## src/rtl/ppm_dec_pkg.sv

```systemverilog
package ppm_dec_pkg;
  localparam int SHORT_SLOTS = 4;
  localparam int LONG_SLOTS  = 256;
  localparam int SLOT_W      = $clog2(LONG_SLOTS + 1);
  localparam int POS_W       = $clog2(LONG_SLOTS);
  localparam logic [7:0] EMPTY_MARK = 8'hF0;

  typedef enum logic [1:0] {
    ST_IDLE,
    ST_SOF,
    ST_Q4,
    ST_Q256
  } dec_state_e;

  function automatic logic odd_par(input logic [7:0] b);
    return ~^b;
  endfunction
endpackage

```

## src/rtl/ppm_quiet_det.sv

```systemverilog
module ppm_quiet_det #(
  parameter int RUN = 8
) (
  input  logic clk_i,
  input  logic rst_ni,
  input  logic hold_i,
  input  logic smp_vld_i,
  input  logic drop_i,
  output logic armed_o
);
  localparam int CW = $clog2(RUN + 1);

  logic [CW-1:0] cnt_q;

  always_ff @(posedge clk_i or negedge rst_ni) begin
    if (!rst_ni)                 cnt_q <= '0;
    else if (hold_i)             cnt_q <= '0;
    else if (smp_vld_i) begin
      if (drop_i)                cnt_q <= '0;
      else if (cnt_q != CW'(RUN)) cnt_q <= cnt_q + 1'b1;
    end
  end

  assign armed_o = (cnt_q == CW'(RUN));
endmodule

```

## src/rtl/ppm_slot_trk.sv

```systemverilog
module ppm_slot_trk
  import ppm_dec_pkg::*;
(
  input  logic              clk_i,
  input  logic              rst_ni,
  input  logic              start_i,
  input  logic              run_i,
  input  logic              smp_vld_i,
  input  logic              drop_i,
  input  logic [SLOT_W-1:0] win_len_i,
  output logic              fh_drop_o,
  output logic              win_end_o,
  output logic              dbl_o,
  output logic              hit_o,
  output logic [POS_W-1:0]  pos_o,
  output logic              at_one_o
);
  logic              half_q, seen_q;
  logic [SLOT_W-1:0] slot_q, slot_nx;
  logic [POS_W-1:0]  pos_q;
  logic              smp, sh;

  assign smp       = smp_vld_i && run_i;
  assign sh        = smp && half_q;
  assign slot_nx   = slot_q + 1'b1;
  assign fh_drop_o = smp && !half_q && drop_i;
  assign win_end_o = sh && (slot_nx == win_len_i);
  assign dbl_o     = sh && drop_i && seen_q;
  assign hit_o     = seen_q || drop_i;
  assign pos_o     = (drop_i && !seen_q) ? slot_q[POS_W-1:0] : pos_q;
  assign at_one_o  = (slot_q == SLOT_W'(1));

  always_ff @(posedge clk_i or negedge rst_ni) begin
    if (!rst_ni) begin
      half_q <= 1'b0;
      seen_q <= 1'b0;
      slot_q <= '0;
      pos_q  <= '0;
    end else if (start_i) begin
      // start drop was the first half of slot 1
      half_q <= 1'b1;
      seen_q <= 1'b0;
      slot_q <= '0;
      pos_q  <= '0;
    end else if (!run_i) begin
      half_q <= 1'b0;
      seen_q <= 1'b0;
      slot_q <= '0;
    end else if (sh) begin
      half_q <= 1'b0;
      if (win_end_o) begin
        slot_q <= '0;
        seen_q <= 1'b0;
      end else begin
        slot_q <= slot_nx;
        if (drop_i && !seen_q) begin
          pos_q  <= slot_q[POS_W-1:0];
          seen_q <= 1'b1;
        end
      end
    end else if (smp) begin
      half_q <= 1'b1;
    end
  end
endmodule

```

## src/rtl/ppm_pair_asm.sv

```systemverilog
module ppm_pair_asm #(
  parameter int BW = 8
) (
  input  logic          clk_i,
  input  logic          rst_ni,
  input  logic          clr_i,
  input  logic          pair_vld_i,
  input  logic [1:0]    pair_i,
  output logic          done_o,
  output logic [BW-1:0] byte_o
);
  localparam int NP = BW / 2;
  localparam int CW = (NP > 1) ? $clog2(NP) : 1;

  logic [BW-1:0] sh_q;
  logic [CW-1:0] cnt_q;

  // newest pair enters at the top, first pair ends in bits 1:0
  assign byte_o = {pair_i, sh_q[BW-1:2]};
  assign done_o = pair_vld_i && (cnt_q == CW'(NP - 1));

  always_ff @(posedge clk_i or negedge rst_ni) begin
    if (!rst_ni) begin
      sh_q  <= '0;
      cnt_q <= '0;
    end else if (clr_i) begin
      sh_q  <= '0;
      cnt_q <= '0;
    end else if (pair_vld_i) begin
      sh_q  <= done_o ? '0 : byte_o;
      cnt_q <= done_o ? '0 : cnt_q + 1'b1;
    end
  end
endmodule

```

## src/rtl/ppm_cmd_decoder.sv

```systemverilog
module ppm_cmd_decoder
  import ppm_dec_pkg::*;
#(
  parameter int QUIET_RUN = 8,
  parameter int MAX_LEN   = 32
) (
  input  logic                           clk_i,
  input  logic                           rst_ni,
  input  logic                           sample_valid_i,
  input  logic                           drop_i,
  output logic                           byte_valid_o,
  output logic [7:0]                     byte_o,
  output logic                           parity_o,
  output logic                           frame_done_o,
  output logic [$clog2(MAX_LEN+1)-1:0]   frame_len_o,
  output logic                           error_o
);
  localparam int LW = $clog2(MAX_LEN + 1);

  dec_state_e        state_q, st_d;
  logic              armed, start, run;
  logic              fh_drop, win_end, dbl, hit, at_one;
  logic [POS_W-1:0]  pos;
  logic [SLOT_W-1:0] win_len;
  logic              pair_vld, asm_done, byte_done;
  logic [7:0]        asm_byte, byte_val;
  logic              ev_err, ev_end;
  logic [LW-1:0]     len_q;
  logic              ovf_q;

  assign run     = (state_q != ST_IDLE);
  assign start   = sample_valid_i && !run && drop_i && armed;
  assign win_len = (state_q == ST_Q256) ? SLOT_W'(LONG_SLOTS) : SLOT_W'(SHORT_SLOTS);

  ppm_quiet_det #(.RUN(QUIET_RUN)) i_quiet (
    .clk_i     (clk_i),
    .rst_ni    (rst_ni),
    .hold_i    (run),
    .smp_vld_i (sample_valid_i),
    .drop_i    (drop_i),
    .armed_o   (armed)
  );

  ppm_slot_trk i_slot (
    .clk_i     (clk_i),
    .rst_ni    (rst_ni),
    .start_i   (start),
    .run_i     (run),
    .smp_vld_i (sample_valid_i),
    .drop_i    (drop_i),
    .win_len_i (win_len),
    .fh_drop_o (fh_drop),
    .win_end_o (win_end),
    .dbl_o     (dbl),
    .hit_o     (hit),
    .pos_o     (pos),
    .at_one_o  (at_one)
  );

  assign pair_vld = (state_q == ST_Q4) && win_end && !dbl && hit;

  ppm_pair_asm #(.BW(8)) i_asm (
    .clk_i      (clk_i),
    .rst_ni     (rst_ni),
    .clr_i      (start || !run),
    .pair_vld_i (pair_vld),
    .pair_i     (pos[1:0]),
    .done_o     (asm_done),
    .byte_o     (asm_byte)
  );

  assign byte_done = asm_done ||
                     ((state_q == ST_Q256) && win_end && !dbl && hit);
  assign byte_val  = (state_q == ST_Q256) ? pos[7:0] : asm_byte;

  always_comb begin
    st_d   = state_q;
    ev_err = 1'b0;
    ev_end = 1'b0;
    if (sample_valid_i) begin
      unique case (state_q)
        ST_IDLE: if (start) st_d = ST_SOF;
        ST_SOF: begin
          if (dbl) ev_err = 1'b1;
          else if (win_end) begin
            if (hit && pos == POS_W'(2))      st_d = ST_Q4;
            else if (hit && pos == POS_W'(3)) st_d = ST_Q256;
            else                              ev_err = 1'b1;
          end
        end
        ST_Q4, ST_Q256: begin
          if (fh_drop) begin
            if (at_one) ev_end = 1'b1;
            else        ev_err = 1'b1;
          end else if (dbl)             ev_err = 1'b1;
          else if (win_end && !hit)     ev_err = 1'b1;
        end
        default: st_d = ST_IDLE;
      endcase
    end
    if (ev_err || ev_end) st_d = ST_IDLE;
  end

  always_ff @(posedge clk_i or negedge rst_ni) begin
    if (!rst_ni) begin
      state_q      <= ST_IDLE;
      byte_valid_o <= 1'b0;
      byte_o       <= '0;
      parity_o     <= 1'b0;
      frame_done_o <= 1'b0;
      error_o      <= 1'b0;
      len_q        <= '0;
      ovf_q        <= 1'b0;
    end else begin
      state_q      <= st_d;
      byte_valid_o <= 1'b0;
      frame_done_o <= 1'b0;
      error_o      <= 1'b0;
      if (start) begin
        len_q <= '0;
        ovf_q <= 1'b0;
      end
      if (byte_done) begin
        if (len_q != LW'(MAX_LEN)) begin
          byte_valid_o <= 1'b1;
          byte_o       <= byte_val;
          parity_o     <= odd_par(byte_val);
          len_q        <= len_q + 1'b1;
        end else begin
          ovf_q <= 1'b1;
        end
      end
      if (ev_end) begin
        if (len_q == '0) begin
          byte_valid_o <= 1'b1;
          byte_o       <= EMPTY_MARK;
          parity_o     <= odd_par(EMPTY_MARK);
        end else begin
          frame_done_o <= 1'b1;
          error_o      <= ovf_q;
        end
      end
      if (ev_err) error_o <= 1'b1;
    end
  end

  assign frame_len_o = len_q;
endmodule

```

## config.mk

```make
export PLATFORM = sky130hd
export DESIGN_NAME = ppm_cmd_decoder
export DESIGN_NICKNAME = d
export VERILOG_FILES = /design/src/rtl/ppm_dec_pkg.sv /design/src/rtl/ppm_quiet_det.sv /design/src/rtl/ppm_slot_trk.sv /design/src/rtl/ppm_pair_asm.sv /design/src/rtl/ppm_cmd_decoder.sv
export SDC_FILE = /design/constraint.sdc
export NUM_CORES = 1
export LEC_CHECK = 0
export CORE_MARGIN = 3
export CORE_UTILIZATION = 50
export DETAILED_ROUTE_END_ITERATION = 12
export PLACE_DENSITY = 0.69
export SKIP_CTS_REPAIR_TIMING = 1
export SKIP_LAST_GASP = 1
export SLEW_MARGIN = 20
export SYNTH_ARGS = -nofsm -noshare
export SYNTH_HDL_FRONTEND = slang
export SYNTH_HIERARCHICAL = 1
export SYNTH_SLANG_ARGS = --single-unit
export TNS_END_PERCENT = 30
```

## constraint.sdc

```tcl
create_clock -name clk_i -period 4.5 [get_ports clk_i]
set_input_delay 0.45 -clock clk_i [delete_from_list [all_inputs] [get_ports clk_i]]
set_output_delay 0.45 -clock clk_i [all_outputs]
set_load 0.05 [all_outputs]
```

==> out/metrics.yaml, run 1 <==
post_drt_wl_per_cell_um: 17.3
startpoint_type: "register"
io-pin-count: 22
cts_tree: "done"
clkSinkCount: 52
netlist_instances: 361
cp.required_ns: 4.76
drtIter0Drc: 257
yosysSeqAreaShare_pct: 37.3
fin_worst_skew_ns: 0.0131
antenna_found_initial: 0
critPathKind: "reg2reg"
synthArstFlopShare_pct: 100
ctsRootBufferMaster: "clkbuf_8"
synth_area_um2: 3490
rsz0062_at_grt: "no"
wl_um: 8270
coreArea_um2: 6570
syn_to_final_growth_pct: 11.3
period_needed_ns: 4.19
place_congestion: 0.857
crit_arrival_ns: 4.45
status: "complete, no violations"
htreeDepth: 2
power_frac_comb_pct: 41.3
dr_total_vias: 2810
p_leak_nw: 1.63
initial_utilization_pct: 53.1
antenna_left: 0
synth_edf_count: 0
ys_ff_latch: 52
pwr_density_cell_nw_per_um2: 384
num_rows: 29
yosysWarnings: 6
ir_drop_mv: 0.257
hp-class: "in2async"
nNetsFinal: 395
p_clk_share_pct: 20.3
max_freq_ghz: 0.239
rrSetupSlack_ns: 0.31
gr-total-overflow: 0
cap_violations: 0
hold_viol: 0
syn_area_per_cell_um2: 9.66
synth_ff_type: "dfrtp_1"
dpl_cell_area_um2: 3780
slowest_stage: "dfrtp_1"
seq_power_share_pct: 38.5
ys_types: 64
drive_above_1_share_pct: 14.8
slew_viol_final: 0
utilization_pct: 59.1
endpoint_kind: "register"
fp.dieH_um: 89.5
cts_buffer_depth: 2
internal-power_mw: 0.900
die_w_um: 89.5
swShare_pct: 39.6
insertion_delay_ns: 0.32
p_switching_mw: 0.589
cp_common_cell: "and2_1"
critPathMaxStageDelay_ns: 0.52
vias_per_cell: 5.88
clkTransAtPathRegs_ns: 0.11
final_cell_mix: "dfrtp_1 (52), nor2_1 (26), nand2_1 (23)"
io_buffers: 21
path_cells: "ha_1 -> and2_1 -> a21oi_1 -> nor4b_2 -> nand3_2 -> nor3_2 -> nand3b_1 -> nor3b_1 -> and2_1 -> o21bai_2 -> nand2_1 -> or3_1 -> nand3_1"
critPathMaxFanout: 16
grt_pass1_wl_um: 13800
drc: 0
antenna_cells: 0
fin_setup_tns_ns: 0
fin_crit_sh_pct: 93.1
worst_pin_slew_ns: 0.691
hpwl_um: 5940
grt_max_degree: 53
cts_inserted_buffers: 5
final_cell_area_um2: 3880
slew-limit-headroom_pct: 54.0
dieArea_um2: 8010
grt_pass1_vias: 2742
final_common_cell: "dfrtp_1"
drt_pass1_iterations: 4
finalSetupViolations: 0
grt_usage_pct: 22.2
-- synth_stat cells (all sizes together) (3+ instances only) --
cell type   n  area [µm²]
a211oi     20         190
a21oi       9        48.8
a31o        5        43.8
a32o        6        60.1
and2        7        43.8
and3        6        37.5
buf        18         108
clkbuf      5        18.8
dfrtp      52        1300
ha          7        87.6
inv        18        67.6
mux2        8        90.1
mux2i      10         100
nand2      23        86.3
nand2b      4        25.0
nand3      19         105
nand4       8        50.1
nand4b      5        43.8
nor2       27         104
nor2b       3        18.8
nor3        6        46.3
nor3b       7        52.6
nor4        7        43.8
o211ai      5        37.5
o21ai      11        66.3
o31ai       4        30.0
o41ai       3        26.3
or3         3        18.8
xnor2      20         175
xor2        8        70.1
-- routing by layer --
| layer | vias to the layer above | part of all wire (%) | GRT usage, % |
|---|---|---|---|
| met2 | 70 | 46 | 34.2 |
| met5 | - | 0 | 0 |
| met1 | 1377 | 48 | 32.5 |
| li1 | 1353 | - | - |
| met3 | 10 | 5.6 | 4.06 |
| met4 | 0 | 1.2 | 5.14 |
-- power by group through the flow --
stage	Clock [mW]	Combinational, mW	Sequential (mW)
finish	0.302	0.614	0.573
CTS	0.309	0.614	0.571
detailed placement	0	0.609	0.581
global route	0.328	0.669	0.581
floorplan	0	0.476	0.568
global placement	0	0.596	0.578
-- final timing paths --
kind,startpoint,cells past startpoint,end
min in group clk_i,i_slot/pos_q[6],2,i_slot/pos_q[6]
worst max-delay path,i_slot/slot_q[0],13,frame_len_o[4]
worst min register to register,i_slot/pos_q[6],2,i_slot/pos_q[6]
worst min-delay path,rst_ni,2,i_slot/slot_q[2]
max in group asynchronous,rst_ni,2,ovf_q
worst max register to register,i_slot/slot_q[0],13,frame_len_o[4]
-- registers in the layout, summed over array words and instances, names as in the netlist, 2 cells and up --
| signal | count |
|---|---|
| frame_len_o | 6 |
| state_q | 2 |
| i_asm/sh_q | 6 |
| i_slot/pos_q | 8 |
| i_slot/slot_q | 9 |
| i_quiet/cnt_q | 4 |
| byte_o | 8 |
| i_asm/cnt_q | 2 |
-- worst max-delay path, delay by kind of cell, from the launching register on --
| family | cells | cell delay, ns |
|---|---|---|
| and+or+nand+nor | 10 | 2.88 |
| adders and majority gates | 1 | 0.43 |
| DFF | 1 | 0.52 |
| AOI/OAI and AO/OA | 2 | 0.30 |
-- logic make-up (layout without fill, tap and decap cells) --
family / count (synthesis) / count (layout) / share of synthesized area [%]
simple gates: 140 / 140 / 23.9
other cells: 1 / 10 / 0.108
compound gates: 74 / 74 / 18.2
mux: 18 / 18 / 5.45
buf+inv: 41 / 56 / 5.56
xor+xnor: 28 / 28 / 7.03
flops: 52 / 52 / 37.3
fa+ha+maj: 7 / 7 / 2.51
-- per-stage QoR --
| stage | power [mW] | worst slack (ns) | std cells | hold slack [ns] |
|---|---|---|---|---|
| 4_1_cts | 1.49 | 0.459 | 478 | 0.269 |
| 3_3_place_gp | 1.17 | 0.738 | 470 | 0.509 |
| 6_report | 1.49 | 0.308 | 478 | 0.219 |
| 5_1_grt | 1.58 | 0.0753 | 478 | 0.291 |
| 2_1_floorplan | 1.04 | 0.758 | 370 | 0.154 |
| 3_5_place_dp | 1.19 | 0.481 | 470 | 0.516 |
-- final cells by class --
type / instances / area (µm²)
inverters: 18 / 67.6
fillers: 595 / 2690
clock inverters: 3 / 28.8
clock buffers: 5 / 68.8
multi-input cells: 277 / 2030
repair buffers: 30 / 273
flip-flops and latches: 52 / 1300
well taps: 93 / 116
Power figures use the tool's default switching activity.
==> inputs of run 2 (changes only) <==
--- a/config.mk
+++ b/config.mk
@@ -8,7 +8,7 @@
 export CORE_MARGIN = 3
 export CORE_UTILIZATION = 50
 export DETAILED_ROUTE_END_ITERATION = 12
-export PLACE_DENSITY = 0.69
+export PLACE_DENSITY = 0.82
 export SKIP_CTS_REPAIR_TIMING = 1
 export SKIP_LAST_GASP = 1
 export SLEW_MARGIN = 20
==> constraint.sdc (replaced) <==
create_clock -name clk_i -period 3.8 [get_ports clk_i]
set_input_delay 0.38 -clock clk_i [delete_from_list [all_inputs] [get_ports clk_i]]
set_output_delay 0.38 -clock clk_i [all_outputs]
set_load 0.05 [all_outputs]
==> run 2 against run 1 <==
Effect of this change: worst setup slack worse by 0.046 ns; routed wire length down 6.9%; sequential share of layout area down 0.37 points; design area up 1.2%; fmax up 18%; flip-flop and latch count unchanged; clock skew down 0.0037 ns; global-route usage down 1.9 points; via count down 0.64%; sequential power up 18%; clock power up 25%; count of clock-buffer cells in the layout up 1; critical path type unchanged.
==> out/metrics.yaml, run 2 (synthesis gave the netlist of run 1 again) <==
nNetsFinal: 399  # was 395
multi_input_area_um2: 2030  # about the same
gr-total-overflow: 0  # unchanged
drc: 0  # unchanged
fin_worst_skew_ns: 0.00939  # was 0.0131 ns
top_regs: "i_slot/slot_q: 9 flops, byte_o: 8 flops, i_slot/pos_q: 8 flops"  # unchanged
endpoint_kind: "register"  # unchanged
num_rows: 29  # unchanged
io-pin-count: 22  # unchanged
nFillCells: 549  # was 595
final-seq-area_um2: 1300  # about the same
grt_usage_pct: 20.3  # was 22.2%
rsz0062_at_grt: "no"  # unchanged
drt_pass1_iterations: 4  # unchanged
io_buffers: 21  # unchanged
dieArea_um2: 8010  # unchanged
finalSetupViolations: 0  # unchanged
syn_to_final_growth_pct: 12.7  # was 11.3%
fin_setup_tns_ns: 0  # unchanged
crit_arrival_ns: 3.79  # was 4.45 ns
slew-limit-headroom_pct: 55.2  # was 54.0%
fin_crit_sh_pct: 93.1  # about the same
largest_register_ffs: 9  # unchanged
grt_pass1_vias: 2574  # was 2742
cp.required_ns: 4.05  # was 4.76 ns
cts_inserted_buffers: 5  # unchanged
final_cell_mix: "dfrtp_1 (51), nor2_1 (26), nand2_1 (22)"  # was dfrtp_1 (52), nor2_1 (26), nand2_1 (23)
ctsRootBufferMaster: "clkbuf_8"  # unchanged
p_leak_nw: 1.66  # was 1.63 nW
htreeDepth: 2  # unchanged
cts_tree: "done"  # unchanged
cap_violations: 0  # unchanged
critPathMaxFanout: 16  # unchanged
status: "complete, no violations"  # unchanged
drtIter0Drc: 189  # was 257
place_congestion: 0.879  # was 0.857
hold_viol: 0  # unchanged
grt_pass1_wl_um: 12800  # was 13800 µm
startpoint_type: "register"  # unchanged
dr_total_vias: 2792  # was 2810
wl_um: 7700  # was 8270 µm
max_freq_ghz: 0.283  # was 0.239 GHz
final_common_cell: "dfrtp_1"  # unchanged
drive_above_1_share_pct: 16.5  # was 14.8%
antenna_found_initial: 0  # unchanged
clkTransAtPathRegs_ns: 0.10  # was 0.11 ns
fp.dieH_um: 89.5  # unchanged
antenna_cells: 0  # unchanged
p_total_mw: 1.77  # was 1.49 mW
period_needed_ns: 3.54  # was 4.19 ns
die_w_um: 89.5  # unchanged
hp-class: "in2async"  # unchanged
insertion_delay_ns: 0.31  # was 0.32 ns
pwr_density_cell_nw_per_um2: 449  # was 384 nW/µm²
coreArea_um2: 6570  # unchanged
grt_max_degree: 53  # unchanged
vias_per_cell: 5.79  # was 5.88
antenna_left: 0  # unchanged
cts_buffer_depth: 2  # unchanged
ir_drop_mv: 0.394  # was 0.257 mV
critPathKind: "reg2reg"  # unchanged
worst_pin_slew_ns: 0.672  # was 0.691 ns
clkSinkCount: 52  # unchanged
regMostFlops: "i_slot/slot_q"  # unchanged
hpwl_um: 5580  # was 5940 µm
initial_utilization_pct: 53.1  # unchanged
slew_viol_final: 0  # unchanged
post_drt_wl_per_cell_um: 16.0  # was 17.3 µm
run 2: layout make-up:
type / count / area share (%)
Clock buffer: 6 / 1.85
Clock inverter: 2 / 0.892
Inverter: 18 / 1.72
Multi-Input combinational cell: 277 / 51.7
Sequential cell: 52 / 33.2
Tap cell: 93 / 2.96
Timing Repair Buffer: 34 / 7.71
run 2: power breakdown:
part	internal [mW]	total (mW)	switching [mW]
Sequential	0.622	0.678	0.0557
Clock	0.196	0.377	0.181
Combinational	0.311	0.711	0.400
Total	1.13	1.77	0.637
run 2: per-layer routing:
| layer | wire length (µm) | GRT usage, % |
|---|---|---|
| met3 | 404 | 2.58 |
| met5 | 0 | 0 |
| met4 | 55 | 5.41 |
| met1 | 3520 | 29.9 |
| met2 | 3710 | 31.7 |
run 2: worst paths after layout:
check | cells after the start | startpoint | slack (ns) | endpoint
min in group clk_i | 2 | byte_o[7] | 0.52 | byte_o[7]
max in group asynchronous | 2 | rst_ni | 3.15 | i_slot/slot_q[0]
min reg2reg | 2 | byte_o[7] | 0.52 | byte_o[7]
max reg2reg | 13 | i_slot/slot_q[0] | 0.26 | frame_len_o[4]
max | 13 | i_slot/slot_q[0] | 0.26 | frame_len_o[4]
min | 2 | rst_ni | 0.18 | i_slot/slot_q[3]
run 2: critical path: stages (launching register included):
cell and delay, ns:
dfrtp_2 0.48, ha_2 0.28, and2_1 0.23, and3_1 0.20
nor4b_2 0.31, nand3_2 0.20, nor3_2 0.21, nand3b_1 0.15
nor3b_1 0.26, and2_1 0.19, o21bai_2 0.20, nand2_2 0.26
or3_1 0.43, nand3_1 0.09
run 2: per-stage QoR:
step / cells / cell area (µm²) / hold slack, ns / util (%) / setup slack [ns]
6_report: 482 / 3930 / 0.177 / 59.8 / 0.263
5_1_grt: 482 / 3930 / 0.220 / 59.8 / 0.00399
2_1_floorplan: 370 / 3520 / 0.0844 / - / 0.0584
3_5_place_dp: 474 / 3810 / 0.505 / 58.1 / 0.0688
4_1_cts: 482 / 3920 / 0.213 / 59.7 / 0.0280
3_3_place_gp: 474 / 3810 / 0.504 / 58.1 / 0.270
==> inputs of run 3 (changes only) <==
--- a/config.mk
+++ b/config.mk
@@ -9,7 +9,6 @@
 export CORE_UTILIZATION = 50
 export DETAILED_ROUTE_END_ITERATION = 12
 export PLACE_DENSITY = 0.82
-export SKIP_CTS_REPAIR_TIMING = 1
 export SKIP_LAST_GASP = 1
 export SLEW_MARGIN = 20
 export SYNTH_ARGS = -nofsm -noshare
==> results of run 3 <==
Same layout as run 2: the final DEF is identical, and so are final timing and power.
